### src/rtl/rts_pkg.sv
package rts_pkg;
  typedef enum logic [1:0] {
    OP_SEARCH = 2'd0,
    OP_ALLOC  = 2'd1,
    OP_RIPUP  = 2'd2
  } rts_op_e;

  typedef enum logic [2:0] {
    ST_IDLE,
    ST_PASS,
    ST_NEXT,
    ST_CMD,
    ST_WAIT
  } rts_state_e;
endpackage

### src/rtl/rts_net_table.sv
module rts_net_table #(
  parameter int NETS    = 16,
  parameter int NODE_W  = 8,
  parameter int FO_W    = 6,
  parameter int LOCK_FO = 10,
  localparam int IDXW   = $clog2(NETS)
) (
  input  logic              clk_i,
  input  logic              rst_ni,
  input  logic              we_i,
  input  logic [IDXW-1:0]   waddr_i,
  input  logic [NODE_W-1:0] src_i,
  input  logic [NODE_W-1:0] sink_i,
  input  logic [FO_W-1:0]   fanout_i,
  input  logic [IDXW-1:0]   raddr_i,
  output logic [NODE_W-1:0] src_o,
  output logic [NODE_W-1:0] sink_o,
  output logic [NETS-1:0]   locked_o
);
  logic [NODE_W-1:0] src_q  [NETS];
  logic [NODE_W-1:0] sink_q [NETS];

  always_ff @(posedge clk_i or negedge rst_ni) begin
    if (!rst_ni) begin
      locked_o <= '0;
      for (int i = 0; i < NETS; i++) begin
        src_q[i]  <= '0;
        sink_q[i] <= '0;
      end
    end else if (we_i) begin
      src_q[waddr_i]    <= src_i;
      sink_q[waddr_i]   <= sink_i;
      locked_o[waddr_i] <= (int'(fanout_i) > LOCK_FO);
    end
  end

  assign src_o  = src_q[raddr_i];
  assign sink_o = sink_q[raddr_i];
endmodule

### src/rtl/rts_victim_pick.sv
module rts_victim_pick #(
  parameter int NETS  = 16,
  localparam int IDXW = $clog2(NETS)
) (
  input  logic            clk_i,
  input  logic            rst_ni,
  input  logic [NETS-1:0] cand_i,
  output logic            ok_o,
  output logic [IDXW-1:0] idx_o
);
  logic [15:0]     lfsr_q;
  logic [IDXW-1:0] base, j;

  always_ff @(posedge clk_i or negedge rst_ni) begin
    if (!rst_ni) lfsr_q <= 16'hACE1;
    else         lfsr_q <= {1'b0, lfsr_q[15:1]} ^ (lfsr_q[0] ? 16'hB400 : 16'h0);
  end

  assign base = lfsr_q[IDXW-1:0];

  // first candidate at or after a random base, wrapping
  always_comb begin
    ok_o  = 1'b0;
    idx_o = '0;
    j     = '0;
    for (int k = 0; k < NETS; k++) begin
      j = base + IDXW'(k);
      if (!ok_o && cand_i[j]) begin
        ok_o  = 1'b1;
        idx_o = j;
      end
    end
  end

  AST_PICK_IS_CAND: assert property (@(posedge clk_i) disable iff (!rst_ni)
    ok_o |-> cand_i[idx_o]) else $error("pick not a candidate");
  AST_PICK_NONE: assert property (@(posedge clk_i) disable iff (!rst_ni)
    (cand_i == '0) |-> !ok_o) else $error("pick without candidates");
endmodule

### src/rtl/rts_sat_cnt.sv
module rts_sat_cnt #(
  parameter int W = 8
) (
  input  logic         clk_i,
  input  logic         rst_ni,
  input  logic         clr_i,
  input  logic         inc_i,
  output logic [W-1:0] q_o
);
  always_ff @(posedge clk_i or negedge rst_ni) begin
    if (!rst_ni)                    q_o <= '0;
    else if (clr_i)                 q_o <= '0;
    else if (inc_i && q_o != '1)    q_o <= q_o + 1'b1;
  end

  AST_SAT_HOLD: assert property (@(posedge clk_i) disable iff (!rst_ni)
    (q_o == '1) && !clr_i |=> (q_o == '1)) else $error("counter wrapped");
endmodule

### src/rtl/rts_route_seq.sv
module rts_route_seq
  import rts_pkg::*;
#(
  parameter int NETS    = 16,
  parameter int NODE_W  = 8,
  parameter int FO_W    = 6,
  parameter int LOCK_FO = 10,
  parameter int TRIAL_W = 8,
  parameter int CNT_W   = 8,
  localparam int IDXW   = $clog2(NETS)
) (
  input  logic               clk_i,
  input  logic               rst_ni,
  input  logic               tbl_we_i,
  input  logic [IDXW-1:0]    tbl_addr_i,
  input  logic [NODE_W-1:0]  tbl_src_i,
  input  logic [NODE_W-1:0]  tbl_sink_i,
  input  logic [FO_W-1:0]    tbl_fanout_i,
  input  logic [IDXW:0]      num_nets_i,
  input  logic [TRIAL_W-1:0] rt_max_i,
  input  logic               start_i,
  output logic               cmd_valid_o,
  input  logic               cmd_ready_i,
  output logic [1:0]         cmd_op_o,
  output logic [IDXW-1:0]    cmd_net_o,
  output logic [NODE_W-1:0]  cmd_src_o,
  output logic [NODE_W-1:0]  cmd_sink_o,
  output logic [IDXW-1:0]    cmd_victim_o,
  input  logic               rsp_valid_i,
  input  logic               rsp_found_i,
  output logic               busy_o,
  output logic               done_o,
  output logic               fail_o,
  output logic [CNT_W-1:0]   search_cnt_o,
  output logic [CNT_W-1:0]   ripup_cnt_o,
  output logic [CNT_W-1:0]   pass_cnt_o
);
  rts_state_e         state_q;
  rts_op_e            op_q;
  logic [IDXW:0]      idx_q, num_q;
  logic [IDXW-1:0]    net;
  logic [IDXW-1:0]    victim_q;
  logic [NETS-1:0]    routed_q, pass_set_q, valid, locked, unrouted, cand;
  logic [TRIAL_W-1:0] trial_q, rtmax_q;
  logic               vic_ok;
  logic [IDXW-1:0]    vic_idx;
  logic               go, cnt_clr, hs, pass_end;
  logic [2:0]         cnt_inc;
  logic [CNT_W-1:0]   cnt_q [3];

  assign net = idx_q[IDXW-1:0];

  always_comb
    for (int i = 0; i < NETS; i++) valid[i] = (i < int'(num_q));

  assign unrouted = valid & ~routed_q;
  assign cand     = valid & routed_q & ~locked;

  rts_net_table #(.NETS(NETS), .NODE_W(NODE_W), .FO_W(FO_W), .LOCK_FO(LOCK_FO)) u_tbl (
    .clk_i, .rst_ni,
    .we_i(tbl_we_i), .waddr_i(tbl_addr_i), .src_i(tbl_src_i), .sink_i(tbl_sink_i),
    .fanout_i(tbl_fanout_i), .raddr_i(net),
    .src_o(cmd_src_o), .sink_o(cmd_sink_o), .locked_o(locked)
  );

  rts_victim_pick #(.NETS(NETS)) u_pick (
    .clk_i, .rst_ni, .cand_i(cand), .ok_o(vic_ok), .idx_o(vic_idx)
  );

  assign go       = start_i && (state_q == ST_IDLE);
  assign hs       = cmd_valid_o && cmd_ready_i;
  assign pass_end = (state_q == ST_NEXT) && (idx_q >= num_q);
  assign cnt_clr  = go;
  assign cnt_inc  = {pass_end, hs && op_q == OP_RIPUP, hs && op_q == OP_SEARCH};

  for (genvar g = 0; g < 3; g++) begin : g_cnt
    rts_sat_cnt #(.W(CNT_W)) u_cnt (
      .clk_i, .rst_ni, .clr_i(cnt_clr), .inc_i(cnt_inc[g]), .q_o(cnt_q[g])
    );
  end
  assign search_cnt_o = cnt_q[0];
  assign ripup_cnt_o  = cnt_q[1];
  assign pass_cnt_o   = cnt_q[2];

  always_ff @(posedge clk_i or negedge rst_ni) begin
    if (!rst_ni) begin
      state_q    <= ST_IDLE;
      op_q       <= OP_SEARCH;
      idx_q      <= '0;
      num_q      <= '0;
      victim_q   <= '0;
      routed_q   <= '0;
      pass_set_q <= '0;
      trial_q    <= '0;
      rtmax_q    <= '0;
      done_o     <= 1'b0;
      fail_o     <= 1'b0;
    end else begin
      unique case (state_q)
        ST_IDLE: if (start_i) begin
          num_q    <= (int'(num_nets_i) > NETS) ? (IDXW+1)'(NETS) : num_nets_i;
          rtmax_q  <= rt_max_i;
          routed_q <= '0;
          trial_q  <= '0;
          done_o   <= 1'b0;
          fail_o   <= 1'b0;
          state_q  <= ST_PASS;
        end
        ST_PASS: begin
          if (unrouted == '0) begin
            done_o  <= 1'b1;
            state_q <= ST_IDLE;
          end else if (trial_q >= rtmax_q) begin
            done_o  <= 1'b1;
            fail_o  <= 1'b1;
            state_q <= ST_IDLE;
          end else begin
            pass_set_q <= unrouted;
            idx_q      <= '0;
            state_q    <= ST_NEXT;
          end
        end
        ST_NEXT: begin
          if (idx_q >= num_q) begin
            trial_q <= trial_q + 1'b1;
            state_q <= ST_PASS;
          end else if (pass_set_q[net]) begin
            op_q    <= OP_SEARCH;
            state_q <= ST_CMD;
          end else begin
            idx_q <= idx_q + 1'b1;
          end
        end
        ST_CMD: if (cmd_ready_i) state_q <= ST_WAIT;
        ST_WAIT: if (rsp_valid_i) begin
          unique case (op_q)
            OP_SEARCH: begin
              if (rsp_found_i) begin
                op_q    <= OP_ALLOC;
                state_q <= ST_CMD;
              end else if (vic_ok) begin
                op_q     <= OP_RIPUP;
                victim_q <= vic_idx;
                state_q  <= ST_CMD;
              end else begin
                idx_q   <= idx_q + 1'b1;
                state_q <= ST_NEXT;
              end
            end
            OP_ALLOC: begin
              routed_q[net] <= 1'b1;
              idx_q         <= idx_q + 1'b1;
              state_q       <= ST_NEXT;
            end
            default: begin
              routed_q[victim_q] <= 1'b0;
              routed_q[net]      <= 1'b1;
              idx_q              <= idx_q + 1'b1;
              state_q            <= ST_NEXT;
            end
          endcase
        end
        default: state_q <= ST_IDLE;
      endcase
    end
  end

  assign busy_o       = (state_q != ST_IDLE);
  assign cmd_valid_o  = (state_q == ST_CMD);
  assign cmd_op_o     = op_q;
  assign cmd_net_o    = net;
  assign cmd_victim_o = victim_q;

  AST_CMD_HOLD: assert property (@(posedge clk_i) disable iff (!rst_ni)
    cmd_valid_o && !cmd_ready_i |=> cmd_valid_o && $stable(cmd_op_o) && $stable(cmd_net_o))
    else $error("command dropped");
  AST_ONE_OUTSTANDING: assert property (@(posedge clk_i) disable iff (!rst_ni)
    hs |=> !cmd_valid_o) else $error("command before response");
  AST_VICTIM_LEGAL: assert property (@(posedge clk_i) disable iff (!rst_ni)
    cmd_valid_o && cmd_op_o == OP_RIPUP |-> !locked[cmd_victim_o] && routed_q[cmd_victim_o]
      && cmd_victim_o != cmd_net_o) else $error("illegal victim");
  AST_FAIL_DONE: assert property (@(posedge clk_i) disable iff (!rst_ni)
    fail_o |-> done_o) else $error("fail without done");
  AST_TRIAL_BOUND: assert property (@(posedge clk_i) disable iff (!rst_ni)
    (state_q == ST_CMD) |-> trial_q < rtmax_q) else $error("pass over limit");
  AST_IDLE_QUIET: assert property (@(posedge clk_i) disable iff (!rst_ni)
    !busy_o |-> !cmd_valid_o) else $error("command while idle");
endmodule

### config.mk
export PLATFORM = sky130hd
export DESIGN_NAME = rts_route_seq
export DESIGN_NICKNAME = d
export VERILOG_FILES = /design/src/rtl/rts_pkg.sv /design/src/rtl/rts_net_table.sv /design/src/rtl/rts_victim_pick.sv /design/src/rtl/rts_sat_cnt.sv /design/src/rtl/rts_route_seq.sv
export SDC_FILE = /design/constraint.sdc
export NUM_CORES = 1
export LEC_CHECK = 0
export BUFFER_PORTS_ARGS = -buffer_cell sky130_fd_sc_hd__buf_2
export CAP_MARGIN = 20
export CORE_MARGIN = 2
export CORE_UTILIZATION = 56
export DETAILED_ROUTE_END_ITERATION = 10
export HOLD_SLACK_MARGIN = 0.15
export PLACE_DENSITY = 0.86
export SETUP_SLACK_MARGIN = 0.1
export SLEW_MARGIN = 0
export SYNTH_ARGS = -nofsm -noshare
export SYNTH_HDL_FRONTEND = slang
export SYNTH_SLANG_ARGS = --single-unit
### constraint.sdc
create_clock -name clk_i -period 4.1 [get_ports clk_i]
set_input_delay 1.025 -clock clk_i [delete_from_list [all_inputs] [get_ports clk_i]]
set_output_delay 1.025 -clock clk_i [all_outputs]
set_load 0.05 [all_outputs]
# Word-level counts from Yosys, hierarchy flattened
# Cells that the tools add are included.
# Widths: inputs -> output; s select.
# classes
addsub,20
magnitude_cmp,45
n_eq_ne,26
muxes,131
n_bitwise,15
reduce_logical,64
# op_table
operator,n
$bwmux 128,2
$mux 8,13
$lt 4x5->1 const B,19
$bmux 1 s4,17
$and 16x16->16,4
$bmux 8 s4,2
$mux 4,16
$pmux 16 s2,2
$mux 16,3
$not 16->16,3
$mux 5,9
$mux 1,42
$lt 4x5->1 const A,8
$add 4x4->4 const B,8
$add 8x1->8 const B,4
$demux 8 s4,1
$or 16x16->16,2
$logic_and 1x1->1,27
$ne 8x8->1 const B,3
$lt 3x5->1 const A,4
$mux 3,6
$ne 2x2->1 const B,9
$add 4x3->4 const B,4
$bwmux 16,1
other kinds (43),92
# word_totals
ff_bits,381
input_bits,46
out_inout_bits,54

# Depth between registers and ports, before layout
# logic_depth
depth_word,56
depth_mapped,16
mapped_depth_nobuf,12

# Hierarchy
# A second synthesis with hierarchy kept.
# unflattened
cells_unflattened,1587
hier_area_um2,20347.0
# by_module_without_submodules
module,n_inst,cells_each,area_per_inst_um2,seq_area_each_um2
rts_net_table,1,747,12238.0,6806.5
rts_route_seq,1,434,4192.8,1726.7
rts_victim_pick,1,259,2523.7,410.4
rts_sat_cnt,3,49,464.2,200.2

# Least setup slack after synthesis
# Ideal clock, no wire load.
# synth_path
path_type,register to register
start,"reg, netlist name idx_q[0]"
end,reg victim_q[1] (netlist: cmd_victim_o[1])
setup_time_ns,0.123
arrival_time_ns,4.062
required_time_ns,3.977
path_slack_ns,-0.086
stages_incl_launch_ff,16
period_less_slack_ns,4.186
cell_sequence,dfrtp_1 clkbuf_1 clkbuf_1 buf_1 inv_1 ha_1 nand2b_1 a21o_1 a21o_1 a21o_1 a2111o_1 a211oi_1 o31ai_1 nor2_1 o221a_2 a21oi_1
# synth_lines
item,line,source
to (signal assigned),rts_route_seq.sv:143,victim_q <= vic_idx;
to (decl),rts_route_seq.sv:42,logic [IDXW-1:0] victim_q;

# Worst setup path in the final report
# layout_path
start,reg num_q[4]
end,reg victim_q[2] (netlist: cmd_victim_o[2])
# layout_via
elab_chain_cells,52
word_cells_on_any_way,113
# layout_rtl
item,line,source
from (decl),rts_route_seq.sv:40,"logic [IDXW:0] idx_q, num_q;"
from (signal assigned),rts_route_seq.sv:101,num_q <= (int'(num_nets_i) > NETS) ? (IDXW+1)'(NETS) : num_nets_i;
$lt 1x5->1 (tied with other cells),rts_route_seq.sv:54,for (int i = 0; i < NETS; i++) valid[i] = (i < int'(num_q));
$and 16x16->16 (*) (2 in a row),rts_route_seq.sv:57,assign cand = valid & routed_q & ~locked;
$bmux 1 s4,rts_victim_pick.sv:28,if (!ok_o && cand_i[j]) begin
$mux 1 (not written as such),rts_victim_pick.sv:28,
$mux 1,rts_victim_pick.sv:28,
$logic_not 1->1,rts_victim_pick.sv:28,
$logic_and 1x1->1,rts_victim_pick.sv:28,
$mux 1,rts_victim_pick.sv:28,
[... 35 more ...],-,
$mux 1,rts_victim_pick.sv:28,
$logic_not 1->1,rts_victim_pick.sv:28,
$logic_and 1x1->1,rts_victim_pick.sv:28,
$mux 1,rts_victim_pick.sv:28,
$logic_not 1->1,rts_victim_pick.sv:28,
$logic_and 1x1->1,rts_victim_pick.sv:28,
$mux 1,rts_victim_pick.sv:28,
$reduce_and 5->1 (no source line),-,
# Mark *: on every way between the ends. The rest lies on a longest branch, timed or not. The select of a mux whose other input is x is not followed.
# A chain may end at the register's enable or synchronous reset.

==> results.yml <==
clock_network:
  h-tree-depth: 2
  cts_hold_buf: 0
  cts_tree: "done"
  clock-root-buffer: "clkbuf_16"
  insertion_delay_ns: 0.58
  cts.clk_slew.worst_paths_ns: 0.06
  cts_sinks: 381
  cts_buffers: 40
  clock_path_buffers: 3
synthesis:
  synthAdderAreaFrac: 0.0175
  yosysSeqAreaShare: 0.464
  muxShareOfSynthArea: 0.256
  synth_area_mm2: 0.0206
  synth_xor_xnor_area_share: 0.0166
  synthesis.nets: 1777
  synth_edf_count: 0
  ys_seq_elements: 381
  synth_ff_type: "dfrtp_1"
  synthSimpleGateAreaFrac: 0.103
  synth_area_leaders: "dfrtp_1 (45%), mux2_2 (15%), mux4_2 (10%)"
  syn_inst: 1703
  async_reset_ff_frac: 1.00
  avgSynthCellArea_um2: 12.1
  yosys_warnings: 0
  synth_compound_area_frac: 0.112
  synth_area_leader_cell: "dfrtp_1"
  synth.top_cell.area_share: 0.454
  ys_types: 95
  synth_top_family_by_area: "multiplexers"
outcome:
  status: "complete, no violations"
sta:
  setup_viol: 0
  setup_tns_ns: 0
  fin_crit_ns: 4.03
  fin_crit_sh: 0.982
  worst_pin_slew_ns: 1.16
  relSlewSlack: 0.224
  skew_ns: 0.0279
  hold_viol: 0
  rsz0062_at_grt: "true"
  max_freq_mhz: 248
  drv_slew: 0
floorplanning:
  die_h_um: 196
  fp.dieArea_mm2: 0.0383
  initial_core_util: 0.565
  dieWidth_um: 196
  coreArea_mm2: 0.0364
  design.portCount: 100
  rows: 70
power:
  vdd_drop_max_v: 0.000534
  leakage_uw: 0.0101
  total_power_uw: 13600
  power_density_mw_per_mm2: 575
flow_run:
  maxCapViolations: 0
critical_path:
  worstPathArrival_ns: 4.48
  cpMostUsedCell: "buf_4"
  crit_path_top_delay_cell: "o32ai_1"
  crit_type: "register to register"
  crit_fanout: 13
  path_cells: "buf_4, nor4_4, a2111oi_1, o32ai_1, a2bb2oi_1, buf_4, a211oi_4, buf_4, and4_1, a32oi_1, a22o_1, o211a_1, a221o_1"
  startpoint_type: "register"
  worst-endpoint-required_ns: 4.56
  crit_path_end_kind: "register"
  slowest_delay_ns: 0.58
layout:
  multiInputGateArea_mm2: 0.0105
  fin_util: 0.648
  mostFrequentLayoutCells: "dfrtp_1 (366), mux2_2 (268), buf_4 (106), nand2_1 (104), buf_2 (99)"
  fillers: 2599
  stdcell_area_mm2: 0.0236
  area_growth_pct: 14.7
  drive_gt1_frac: 0.377
  seq_area_mm2: 0.00956
  final_nets: 1915
  final_common_cell: "dfrtp_1"
routing:
  wl_per_cell_um: 25.8
  final_antenna_net_count: 0
  num_vias: 15741
  wirelength_um: 60400
  drc_errors: 0
  via_per_inst: 6.73
  dr.pass1.iters: 5
  drt-initial-drc-count: 1651
place:
  dp_hpwl_um: 40700
  gp_congestion: 1.07
  io_buffers: 99
  dpl-instance-area_mm2: 0.0221
global_route:
  grt_start_max_net_pins: 99
  grt_pass1_vias: 16176
  grt_usage: 0.318
  antenna_found_initial: 3
  grt_pass1_wl_um: 93800
  grt-ovfl-total: 0
min_path:
  holdCritPathClass: "register to register"
registers in the layout, summed over array words and instances, names as in the netlist:
name	flops
pass_set_q	16
state_q	3
routed_q	16
done_o	1
num_q	5
cmd_op_o	2
fail_o	1
idx_q	5
u_tbl.locked_o	16
u_tbl.src_q	128
u_tbl.sink_q	128
rtmax_q	8
u_pick.lfsr_q	16
trial_q	8
g_cnt.u_cnt.q_o	24
cmd_victim_o	4
where the power goes:
part           total [uW]  switching, uW  leakage, uW  internal [uW]
Sequential           5280            678      0.00474           4600
Clock                3740           1580     0.000666           2160
Combinational        4550           2530      0.00473           2020
final timing paths:
path                                  start               end  slack (ns)  cells past startpoint
setup / recovery                   num_q[4]   cmd_victim_o[2]        0.07                     13
hold / removal             u_pick.lfsr_q[4]  u_pick.lfsr_q[3]        0.35                      0
setup reg to reg                   num_q[4]   cmd_victim_o[2]        0.07                     13
hold reg to reg            u_pick.lfsr_q[4]  u_pick.lfsr_q[3]        0.35                      0
max in group asynchronous            rst_ni  u_tbl.src_q[114]        2.59                      3
min in group asynchronous            rst_ni  u_tbl.sink_q[26]        0.50                      1
kinds of logic (layout without fill, tap and decap cells):
| logic type | count (synthesis) | in the layout |
|---|---|---|
| xor gates and xnor gates | 39 | 39 |
| and+or+nand+nor | 410 | 410 |
| AOI/OAI and AO/OA | 324 | 324 |
| buffers and inverters | 145 | 312 |
| adders and majority gates | 29 | 29 |
| other | 0 | 1 |
| DFF | 381 | 381 |
| muxes | 375 | 375 |
area by class of cell:
| type | instances | area share |
|---|---|---|
| diodes | 1 | 0.000106 |
| clock buffers | 56 | 0.0483 |
| clock inverters | 15 | 0.00896 |
| inverters | 26 | 0.00413 |
| multi-input cells | 1177 | 0.445 |
| flip-flops and latches | 381 | 0.405 |
| well taps | 468 | 0.0248 |
| repair buffers | 215 | 0.0636 |
synth_stat cells (7+ instances only):
cell type / n
dfrtp_1: 373
inv_1: 24
o31ai_1: 14
mux2i_1: 12
nor3_1: 30
nor2_1: 94
nand3_1: 36
nand2_1: 104
nor2b_1: 11
a211oi_1: 10
o21ai_0: 74
o21a_1: 7
xnor2_1: 17
and2_1: 9
buf_2: 14
a21o_1: 13
nand3b_1: 15
nor3b_1: 8
o22ai_1: 11
clkbuf_1: 81
a22o_1: 19
or3_1: 23
buf_1: 12
nand2b_1: 19
mux2_2: 268
xor2_1: 22
a31oi_1: 7
a221oi_1: 10
mux4_2: 95
o211ai_1: 13
nand4_1: 19
dfstp_2: 8
a211o_1: 7
a21oi_1: 62
ha_1: 28
repair_timing:
item	CTS	global route
setup buffers	2	1
endpoints found under the setup margin	1	12
hold endpoints to repair	0	0
gates resized for setup	1	17
pin swaps	1	1
critical path, delay by kind of cell, from the launching register on:
kind	cells	cell delay, ns
compound gates	8	2.09
simple gates	2	0.76
buf+inv	3	0.57
flops	1	0.48
metrics by stage:
| step | hold slack [ns] | std cells | setup slack [ns] |
|---|---|---|---|
| 5_1_grt | 0.360 | 2338 | 0.0330 |
| 4_1_cts | 0.350 | 2335 | 0.134 |
| 2_1_floorplan | 0.331 | 1703 | 0.131 |
| 3_3_place_gp | 0.338 | 2261 | 0.0962 |
| 6_report | 0.346 | 2339 | 0.0746 |
| 3_5_place_dp | 0.337 | 2262 | 0.0868 |
per-layer routing:
metal	share of wire	wire, um	GRT usage	up-vias
met5	0	0	0	-
met4	0.046	2810	0.145	0
met3	0.081	4920	0.0571	201
met2	0.48	29100	0.516	880
met1	0.39	23600	0.422	7979
li1	-	-	-	6681
No activity file was read; power rests on OpenSTA's default activity.
